`config.mk`:
```
export PLATFORM = sky130hd
export DESIGN_NAME = shmul_top
export DESIGN_NICKNAME = d
export VERILOG_FILES = /design/src/rtl/shmul_pkg.sv /design/src/rtl/shmul_adder.sv /design/src/rtl/shmul_ctrl.sv /design/src/rtl/shmul_datapath.sv /design/src/rtl/shmul_top.sv
export SDC_FILE = /design/constraint.sdc
export NUM_CORES = 1
export LEC_CHECK = 0
export ABC_CLOCK_PERIOD_IN_PS = 4420
export BUFFER_PORTS_ARGS = -buffer_cell sky130_fd_sc_hd__buf_2
export CAP_MARGIN = 10
export CORE_MARGIN = 5
export CORE_UTILIZATION = 53
export CTS_CLUSTER_SIZE = 20
export DETAILED_ROUTE_END_ITERATION = 6
export PLACE_DENSITY = 0.81
export SYNTH_ARGS = -nofsm -noshare
export SYNTH_HDL_FRONTEND = slang
export SYNTH_SLANG_ARGS = --single-unit
```
`constraint.sdc`:
```
create_clock -name clk -period 4.42 [get_ports clk]
set_input_delay 0.442 -clock clk [delete_from_list [all_inputs] [get_ports clk]]
set_output_delay 0.442 -clock clk [all_outputs]
set_load 0.05 [all_outputs]
```
`src/rtl/shmul_pkg.sv`:
```
package shmul_pkg;

    // Default operand widths for the block.
    localparam int unsigned DEF_MCAND_W = 4;
    localparam int unsigned DEF_MPLIER_W = 4;

    // Sequencer state.
    typedef enum logic {
        ST_IDLE = 1'b0,
        ST_RUN  = 1'b1
    } shmul_state_e;

    // Control word from the sequencer to the datapath.
    typedef struct packed {
        logic load;   // capture operands, clear the high part
        logic step;   // one test/add/shift iteration
    } shmul_ctl_t;

    // One-bit full adder, sum output.
    function automatic logic fa_sum(input logic a, input logic b, input logic ci);
        return a ^ b ^ ci;
    endfunction

    // One-bit full adder, carry output.
    function automatic logic fa_carry(input logic a, input logic b, input logic ci);
        return (a & b) | (a & ci) | (b & ci);
    endfunction

    // Width of a step counter for a given number of steps.
    function automatic int unsigned cnt_width(input int unsigned steps);
        return (steps > 1) ? $clog2(steps) : 1;
    endfunction

endpackage

```
`src/rtl/shmul_adder.sv`:
```
module shmul_adder #(
    parameter int unsigned W = 4
) (
    input  logic [W-1:0] a_i,
    input  logic [W-1:0] b_i,
    output logic [W-1:0] sum_o,
    output logic         cout_o
);
    import shmul_pkg::*;

    logic [W:0] carry;

    assign carry[0] = 1'b0;

    // Ripple chain of full adders, one per bit of the multiplicand width.
    for (genvar i = 0; i < W; i++) begin : g_bit
        assign sum_o[i]   = fa_sum(a_i[i], b_i[i], carry[i]);
        assign carry[i+1] = fa_carry(a_i[i], b_i[i], carry[i]);
    end

    assign cout_o = carry[W];

endmodule

```
`src/rtl/shmul_ctrl.sv`:
```
module shmul_ctrl #(
    parameter int unsigned STEPS = 4
) (
    input  logic                  clk,
    input  logic                  rst,
    input  logic                  start,
    output shmul_pkg::shmul_ctl_t ctl_o,
    output logic                  busy_o,
    output logic                  done_o
);
    import shmul_pkg::*;

    localparam int unsigned CW = cnt_width(STEPS);
    localparam logic [CW-1:0] LAST = CW'(STEPS - 1);

    shmul_state_e state_q, state_d;
    logic [CW-1:0] cnt_q, cnt_d;
    logic          done_q, done_d;
    logic          last_step;

    assign last_step = (cnt_q == LAST);

    always_comb begin
        state_d    = state_q;
        cnt_d      = cnt_q;
        done_d     = 1'b0;
        ctl_o.load = 1'b0;
        ctl_o.step = 1'b0;
        unique case (state_q)
            ST_IDLE: begin
                if (start) begin
                    ctl_o.load = 1'b1;
                    cnt_d      = '0;
                    state_d    = ST_RUN;
                end
            end
            ST_RUN: begin
                // start is not looked at here: requests during a run are dropped
                ctl_o.step = 1'b1;
                if (last_step) begin
                    state_d = ST_IDLE;
                    done_d  = 1'b1;
                    cnt_d   = '0;
                end else begin
                    cnt_d = cnt_q + 1'b1;
                end
            end
            default: state_d = ST_IDLE;
        endcase
    end

    always_ff @(posedge clk) begin
        if (rst) begin
            state_q <= ST_IDLE;
            cnt_q   <= '0;
            done_q  <= 1'b0;
        end else begin
            state_q <= state_d;
            cnt_q   <= cnt_d;
            done_q  <= done_d;
        end
    end

    assign busy_o = (state_q == ST_RUN);
    assign done_o = done_q;

endmodule

```
`src/rtl/shmul_datapath.sv`:
```
module shmul_datapath #(
    parameter int unsigned MCAND_W  = 4,
    parameter int unsigned MPLIER_W = 4
) (
    input  logic                          clk,
    input  logic                          rst,
    input  shmul_pkg::shmul_ctl_t         ctl_i,
    input  logic [MCAND_W-1:0]            mcand_i,
    input  logic [MPLIER_W-1:0]           mplier_i,
    output logic [MCAND_W+MPLIER_W-1:0]   prod_o,
    output logic [MCAND_W-1:0]            mcand_o
);
    import shmul_pkg::*;

    localparam int unsigned PW = MCAND_W + MPLIER_W;

    logic [PW-1:0]      prod_q, prod_d;
    logic [MCAND_W-1:0] mcand_q;
    logic [MCAND_W-1:0] hi_part;
    logic [MCAND_W-1:0] add_sum;
    logic               add_cout;
    logic               test_bit;

    assign hi_part  = prod_q[PW-1:MPLIER_W];
    assign test_bit = prod_q[0];

    shmul_adder #(.W(MCAND_W)) adder_i (
        .a_i    (hi_part),
        .b_i    (mcand_q),
        .sum_o  (add_sum),
        .cout_o (add_cout)
    );

    // Test bit 0; add into the high part when set; shift right with carry at the top.
    always_comb begin
        prod_d = prod_q;
        if (ctl_i.load) begin
            prod_d = {{MCAND_W{1'b0}}, mplier_i};
        end else if (ctl_i.step) begin
            if (test_bit) begin
                prod_d = {add_cout, add_sum, prod_q[MPLIER_W-1:1]};
            end else begin
                prod_d = {1'b0, prod_q[PW-1:1]};
            end
        end
    end

    always_ff @(posedge clk) begin
        if (rst) begin
            prod_q  <= '0;
            mcand_q <= '0;
        end else begin
            prod_q <= prod_d;
            if (ctl_i.load) begin
                mcand_q <= mcand_i;
            end
        end
    end

    assign prod_o  = prod_q;
    assign mcand_o = mcand_q;

endmodule

```
`src/rtl/shmul_top.sv`:
```
module shmul_top #(
    parameter int unsigned MCAND_W  = shmul_pkg::DEF_MCAND_W,
    parameter int unsigned MPLIER_W = shmul_pkg::DEF_MPLIER_W
) (
    input  logic                        clk,
    input  logic                        rst,
    input  logic                        start,
    input  logic [MCAND_W-1:0]          mcand_i,
    input  logic [MPLIER_W-1:0]         mplier_i,
    output logic                        busy_o,
    output logic                        done_o,
    output logic [MCAND_W+MPLIER_W-1:0] product_o
);
    import shmul_pkg::*;

    shmul_ctl_t         ctl;
    logic [MCAND_W-1:0] mcand_q;

    shmul_ctrl #(.STEPS(MPLIER_W)) ctrl_i (
        .clk    (clk),
        .rst    (rst),
        .start  (start),
        .ctl_o  (ctl),
        .busy_o (busy_o),
        .done_o (done_o)
    );

    shmul_datapath #(.MCAND_W(MCAND_W), .MPLIER_W(MPLIER_W)) dp_i (
        .clk      (clk),
        .rst      (rst),
        .ctl_i    (ctl),
        .mcand_i  (mcand_i),
        .mplier_i (mplier_i),
        .prod_o   (product_o),
        .mcand_o  (mcand_q)
    );

endmodule

```
# Yosys cells after proc, flatten, opt, wreduce, memory -nomap -nowiden
# Cells that the tools add are included.
dict set report totals {
  out_inout_bits 10
  reg_bits 16
  in_bits 11
  elab_cells 48
}
dict set report classes {
  bitwise 24
  mux 12
  n_addsub 1
  n_eq_ne 2
  reduce_logical 3
}
# op count
set ops {}
lappend ops {{bitwise AND 1 bit} 10}
lappend ops {{two-way mux 4 bit} 2}
lappend ops {{two-way mux 8 bit} 1}
lappend ops {{bitwise XOR 1 bit} 7}
lappend ops {{OR 1 bit} 6}
lappend ops {{two-way mux 1 bit} 5}
lappend ops {{two-way mux 2 bit} 2}
lappend ops {{one-hot mux 2 bit (2 select lines)} 1}
lappend ops {{OR reduction 2 bit} 2}
lappend ops {{adder 2 x 1 -> 2 bit, second input constant} 1}
lappend ops {{equality test 2 bit, second input constant} 1}
lappend ops {{inequality test 2 bit, second input constant} 1}
lappend ops {{one-hot mux 1 bit (2 select lines)} 1}
lappend ops {{nonzero test 2 bit} 1}
lappend ops {{inverter 1 bit} 1}

# Depth between registers and ports, before layout
# Gate-level depths: netlist of run 1.
dict set report logic_depth {
  ltp_word 13
  mapped_depth 6
  ltp_nobuf 6
}

# Cells and area by module
# From an unflattened synthesis of run 1, not the netlist that was laid out.
dict set report hier_totals {
  cells_unflattened 77
  area_unflattened_um2 829.5
}
# mod cells_per_inst n_inst area_per_inst_um2 seq_area_each_um2
set by_module_without_submodules {}
lappend by_module_without_submodules {shmul_datapath 51 1 553.0 240.2}
lappend by_module_without_submodules {shmul_ctrl 17 1 185.2 80.1}
lappend by_module_without_submodules {shmul_adder 9 1 91.3 0.0}

# Least setup slack after synthesis of run 1
# Ideal clock, no wire load.
dict set report synth_path {
  path_kind {reg2reg}
  startpoint {reg dp_i.prod_q[4], in the netlist dp_i.prod_o[4]}
  endpoint {reg dp_i.prod_q[6], in the netlist dp_i.prod_o[6]}
  path_slack_ns 1.897
  t_arrival_ns 2.420
  synth_period_minus_slack_ns 2.523
  path_stages_with_launch 7
  setup_time_ns 0.103
  t_required_ns 4.317
  n_path_buf 0
  cell_sequence {dfxtp_1 ha_1 fa_1 fa_1 fa_1 mux2i_1 a2111oi_2}
}
dict set report synth_via {
  elab_chain_len 9
  word_cells_on_any_way 11
  classes_between {mux (1); bitwise (10)}
}
# item line_no
set synth_lines {}
lappend synth_lines {{start: declaration} shmul_datapath.sv:17} ;# logic [PW-1:0] prod_q, prod_d;
lappend synth_lines {{start signal: assignment} shmul_datapath.sv:53} ;# prod_q <= prod_d;
lappend synth_lines {{bitwise AND 1 bit *} shmul_pkg.sv:26} ;# return (a & b) | (a & ci) | (b & ci);
lappend synth_lines {{bitwise AND 1 bit} shmul_pkg.sv:26}
lappend synth_lines {{OR 1 bit} shmul_pkg.sv:26}
lappend synth_lines {{OR 1 bit *} shmul_pkg.sv:26}
lappend synth_lines {{bitwise AND 1 bit} shmul_pkg.sv:26}
lappend synth_lines {{OR 1 bit} shmul_pkg.sv:26}
lappend synth_lines {{OR 1 bit *} shmul_pkg.sv:26}
lappend synth_lines {{bitwise XOR 1 bit *} shmul_pkg.sv:21} ;# return a ^ b ^ ci;
lappend synth_lines {{two-way mux 8 bit *} shmul_datapath.sv:40} ;# if (test_bit) begin
# Every way passes the cells marked *; elsewhere a longest branch is shown, timed or not.
# A chain may end at the register's enable or synchronous reset.

# Worst setup path in the final report of run 1
# Same ends and word-level chain as after synthesis.

==> metrics.csv, run 1 <==
metric,value,unit
first-pass GRT wire length,2280,um
Layout area overhead,15.4,%
Final Hold Fails,0,
row cnt,13,
hold slack,0.382,ns
Die Span Y,48.1,um
Mapped Cells,74,
CTS root buf,clkbuf_4,
post-CTS sizing,0,
Clock Skews,0.00874,ns
post-synth net total,90,
total number of vias,563,
# fillers,112,
Pwr Density,352,mW/mm2
H-tree depth,1,
die area,0.00231,mm2
CP max stage delay,0.49,ns
Core Area,0.00133,mm2
status,"complete, no violations",
Starting Density,57.7,%
"Avg Cell Area, Syn",10.4,um2
Inserted Clock Buffers,3,
HP Class,in -> reg,
vias per inst,5.26,
Synth cell types,18,
number of diodes,0,
Syn. warnings,0,
WP data arrival,2.53,ns
deepest clock path buffer count,2,
drt first-iter violations,7,
Worst-Skew Late Latency,0.29,ns
GPL Wtd Cong,0.723,
Reg-to-Reg Start,dp_i.prod_o[4],
Max Cap Viol,0,
Crit Path Max Fanout,4,
vias in the first global route,548,
slew margin rel.,42.6,%
Total Nets Final,109,
cell breakdown of the critical path,"ha_1, fa_1, fa_1, fa_1, mux2i_1, a2111oi_2",
final WL,1380,um
Synth area leaders,"dfxtp_1 42%, mux2i_1 14%, fa_1 7.8%",
Worst-Margin Slew,0.859,ns
most frequent CP cell,fa_1,
final core occ,66.6,%
"Seq/Total Area, Yosys",41.6,%
IO Pins,21,
type of origin of the critical path,flop,
Yosys reg bits,16,
Worst-path clk slew,0.09,ns
Fin Setup TNS,0,ns
FF-to-FF setup slack,2.09,ns
initial antenna violation count,0,
Avg WL per Cell,12.9,um
Top Family by Delay on Critical Path,adder cells,
Final setup viols,0,
P_leak,0.401,nW
post-synth top area share,41.6,%
largest net degree at the start of global routing,26,
synthesized cell area,769,um2
Max Fclk,0.429,GHz
GRT Util Overall,14.9,%
Max VDD drop,0.247,mV
cts hold-fix bufs,0,
CTS tree,built,
Crit-path slowest cell,fa_1,
FF-to-FF path depth,6,
Routed Antenna Nets,0,
WP buf/inv,0,
die width,48.1,um
critical path type,reg -> reg,
post-synth top area cell,dfxtp_1,
unrepaired setup endpoints after global routing,no,
Min-Delay Path Depth,3,
port bufs,20,
GRT overflow,0,
Hold EP,dp_i.mcand_o[1],
share of layout cells above drive strength 1,29.3,%
First-pass DRT Iterations,4,
Crit. End Element,flop,
critical path depth,6,
min-delay src,mcand_i[1],
time the worst path needs with I/O delays and setup,2.33,ns
clock sinks,16,
Tcrit/Tclk final,52.7,%
critical path data required time,4.62,ns
# DRC,0,
setup bufs post-CTS,0,
max-slew violations,0,
reg2reg end,dp_i.prod_o[6],
-- registers in the layout, summed over array words and instances (netlist names) --
name	cells
dp_i.mcand_o	4
ctrl_i.busy_o	1
dp_i.prod_o	8
ctrl_i.done_o	1
ctrl_i.cnt_q	2
-- worst reg2reg max path, stage by stage (launching register included) --
cell and delay, ns:
dfxtp_1 0.35, ha_1 0.22, fa_1 0.37, fa_1 0.38
fa_1 0.49, mux2i_1 0.08, a2111oi_2 0.34
-- worst max-delay path by stage --
| stage | to | slack, ns | from |
|---|---|---|---|
| final | dp_i.prod_o[6] | 2.09 | dp_i.prod_o[4] |
| after global routing | dp_i.prod_o[6] | 1.95 | dp_i.prod_o[4] |
| after CTS | dp_i.prod_o[6] | 2.07 | dp_i.prod_o[4] |
| after detailed placement | dp_i.prod_o[6] | 2.10 | dp_i.prod_o[4] |
| after global placement | dp_i.prod_o[6] | 2.15 | dp_i.prod_o[4] |
| after floorplan | dp_i.prod_o[6] | 1.90 | dp_i.prod_o[4] |
-- through the flow --
step                      cells  instance area (um2)  total power [mW]  worst slack (ns)
final                       107                  888             0.312              2.09
after global routing        107                  888             0.332              1.95
after CTS                   107                  888             0.318              2.07
after detailed placement    103                  852             0.220              2.10
after global placement      103                  852             0.218              2.15
after floorplan              74                  769             0.207              1.90
-- logic make-up (layout without fill, tap and decap cells) --
kind of cell / count (synthesis) / count (layout) / synth area share, %
flops: 16 / 16 / 41.6
simple gates: 24 / 24 / 15.4
compound gates: 12 / 12 / 12.8
mux: 11 / 11 / 14.3
buf+inv: 6 / 24 / 4.71
fa+ha+maj: 5 / 5 / 11.1
-- where the power goes --
group          leakage (nW)  switching (mW)  internal (mW)
Sequential            0.131          0.0110          0.152
Clock                0.0210          0.0462         0.0502
Combinational         0.249          0.0330         0.0200
-- cells in the mapped netlist --
cell type  instances
dfxtp_1           16
mux2i_1           11
nor2_1            11
nor2b_1            6
a2111oi_2          3
a211oi_1           3
buf_4              3
fa_1               3
nand2_1            3
o21ai_1            3
a21oi_1            2
buf_2              2
ha_1               2
nor3b_1            2
a31oi_1            1
and3b_1            1
clkbuf_1           1
nor3_1             1
-- metal layers --
metal  vias up  wire (um)  GRT usage (%)
met5         -          0              0
met4         0         31           9.68
met3         4         88           5.54
met2        13        669           25.3
met1       251        594           15.4
li1        295          -              -
-- area by class of cell --
type,instances,area (um2),share of cell area [%]
multi-input cells,52,413,46.5
flip-flops and latches,16,320,36.1
repair buffers,20,100,11.3
well taps,15,18.8,2.11
clock buffers,4,36.3,4.08
-- cells in the final DEF (no fill, tap or decap) --
master and instances:
and3b_1 1, buf_2 20, nor3b_1 2, nand2_1 3
dfxtp_1 16, a211oi_1 3, nor3_1 1, fa_1 3
clkbuf_8 1, a2111oi_2 3, clkbuf_4 3, a21oi_1 2
o21ai_1 3, nor2_1 11, ha_1 2, nor2b_1 6
a31oi_1 1, mux2i_1 11
Note: power is estimated with default switching activity, not from simulation.
==> inputs of run 2 (changes only) <==
Settings changed: ABC_CLOCK_PERIOD_IN_PS 4420 to 2300, CORE_UTILIZATION 53 to 49, PLACE_DENSITY 0.81 to 0.75.
Clock period 4.42 ns to 2.3 ns, I/O delays scaled along.
==> run 2 against run 1 <==
  * Register-to-register slack worse by 2.0 ns
  * Total power grew 96%
  * Maximum frequency is 4.6% higher
  * Clock power grew 95%
  * Final area grew 5.2%
  * Critical path depth is the same
  * Count of clock-buffer cells in the layout stayed put
  * Via count grew 6.2%
  * Sequential cell count is the same
  * Non-clock buffer count rose by 3
  * Combinational power is 110% higher
==> metrics.csv, run 2 (synthesis gave the netlist of run 1 again) <==
metric,value,unit,change
status,"complete, no violations",,
Crit Path Max Fanout,3,,-1
max-slew violations,0,,unchanged
Final Cell Area,935,um2,+5.2%
initial antenna violation count,0,,unchanged
CTS tree,built,,
deepest clock path buffer count,2,,unchanged
placed cell area,876,um2,+2.8%
final WL,1480,um,+6.6%
CP max stage delay,0.49,ns,about the same
share of layout cells above drive strength 1,36.8,%,+7.5 points
cell breakdown of the critical path,"ha_4, fa_2, fa_2, fa_1, mux2i_1, a2111oi_2",,
critical path type,reg -> reg,,
Detailed Place HPWL,1030,um,
vias in the first global route,515,,-6.0%
P_leak,0.411,nW,+2.5%
FF-to-FF path depth,6,,unchanged
CTS root buf,clkbuf_4,,
first-pass GRT wire length,2430,um,+6.4%
Worst-Skew Late Latency,0.29,ns,about the same
Max VDD drop,0.329,mV,+33%
HP Class,in -> reg,,
Psw,0.180,mW,+99%
Worst-Margin Slew,0.436,ns,-0.422 ns
Fin Setup TNS,0,ns,unchanged
row cnt,14,,+1
Largest register FFs,8,,unchanged
Min-Delay Path Depth,3,,unchanged
largest net degree at the start of global routing,17,,-35%
number of diodes,0,,unchanged
Worst-path clk slew,0.09,ns,about the same
IO Pins,21,,unchanged
GRT overflow,0,,unchanged
PnR Total Power,0.611,mW,+96%
Top Family by Delay on Critical Path,adder cells,,
First-pass DRT Iterations,4,,unchanged
WP buf/inv,0,,unchanged
Crit-path slowest cell,fa_1,,
Max Cap Viol,0,,unchanged
final core occ,62.0,%,-4.6 points
port bufs,20,,unchanged
Pwr Density,654,mW/mm2,+86%
die width,49.6,um,+3.2%
cell total after placement,106,,+2.9%
"commonest non-fill, non-tap cell in the layout",buf_2,,
drt first-iter violations,11,,+4
Clk pwr share,30.7,%,-0.2 points
cell internal pwr,0.432,mW,+94%
type of origin of the critical path,flop,,
min-delay src,mcand_i[3],,
Total Nets Final,112,,+2.8%
switching share of power,29.4,%,+0.50 points
Crit. End Element,flop,,
slew margin rel.,70.9,%,+28 points
WP data arrival,2.41,ns,-0.12 ns
most frequent cells in the layout,"20 x buf_2, 14 x dfxtp_1, 11 x mux2i_1, 11 x nor2_1, 6 x nor2b_1",,
most frequent CP cell,fa_2,,
time the worst path needs with I/O delays and setup,2.23,ns,-0.103 ns
Final WS setup,0.0728,ns,-2.02 ns
unrepaired setup endpoints after global routing,no,,
Hold EP,dp_i.mcand_o[3],,
Avg WL per Cell,13.3,um,+2.7%
Layout area overhead,21.5,%,
Final Hold Fails,0,,unchanged
FF-to-FF setup slack,0.07,ns,-2.02 ns
# DRC,0,,unchanged
Inserted Clock Buffers,3,,unchanged
clock sinks,16,,unchanged
Routed Antenna Nets,0,,unchanged
Starting Density,51.1,%,-6.6 points
Place WS,0.0428,ns,-2.06 ns
Gate power share,18.4,%,+1.4 points
die area,0.00246,mm2,+6.4%
reg2reg end,dp_i.prod_o[6],,
hold slack,0.168,ns,-0.214 ns
critical path data required time,2.49,ns,-2.13 ns
H-tree depth,1,,unchanged
fin cells,111,,+3.7%
Final setup viols,0,,unchanged
Core Area,0.00151,mm2,+13%
total number of vias,598,,+6.2%
Tcrit/Tclk final,96.8,%,+44 points
Die Span Y,49.6,um,+3.2%
GRT Util Overall,12.7,%,-2.3 points
Clock Skews,0.00176,ns,-0.00699 ns
GPL Wtd Cong,0.749,,+3.6%
cts hold-fix bufs,0,,unchanged
Max Fclk,0.449,GHz,+4.6%
Reg-to-Reg Start,dp_i.prod_o[4],,
vias per inst,5.39,,+2.4%
sequential power share,50.8,%,-1.4 points
==> run 2: how the worst max path moves through the flow <==
stage                        start             end  slack [ns]  cells past startpoint
finish              dp_i.prod_o[4]  dp_i.prod_o[6]        0.07                      6
global route        dp_i.prod_o[4]  dp_i.prod_o[6]       0.008                      6
CTS                 dp_i.prod_o[4]  dp_i.prod_o[6]        0.02                      6
detailed placement  dp_i.prod_o[4]  dp_i.prod_o[6]        0.04                      6
global placement    dp_i.prod_o[4]  dp_i.prod_o[6]        0.11                      6
floorplan           dp_i.prod_o[4]  dp_i.prod_o[6]        0.03                      6
==> run 2: repair_timing <==
item / CTS / global route
gates resized for setup: 0 / 3
buffers inserted: 0 / 1
endpoints found under the setup margin: 0 / 1
==> run 2: cell type report <==
| class | count | area [um2] |
|---|---|---|
| clock buffers | 4 | 36.3 |
| well taps | 16 | 20.0 |
| multi-input cells | 52 | 430 |
| fillers | 136 | 572 |
| flip-flops and latches | 16 | 325 |
| repair buffers | 23 | 123 |
==> run 2: worst min-delay path, stage by stage <==
cell,delay [ns]
buf_2,0.07
mux2i_1,0.05
nor2_1,0.07
==> run 2: power by group through the flow <==
stage	sequential (mW)	clock, mW	combinational (mW)
floorplan	0.340	0	0.0584
global placement	0.315	0	0.108
detailed placement	0.316	0	0.110
CTS	0.310	0.193	0.111
global route	0.313	0.212	0.123
finish	0.311	0.188	0.113
==> run 2: metal layers <==
metal / up-vias / track usage (%) / part of all wire [%]
met5: - / 0 / 0
met4: 0 / 6.55 / 1.6
met3: 4 / 4.52 / 6.1
met2: 14 / 18.0 / 47
met1: 279 / 16.7 / 45
li1: 301 / - / -
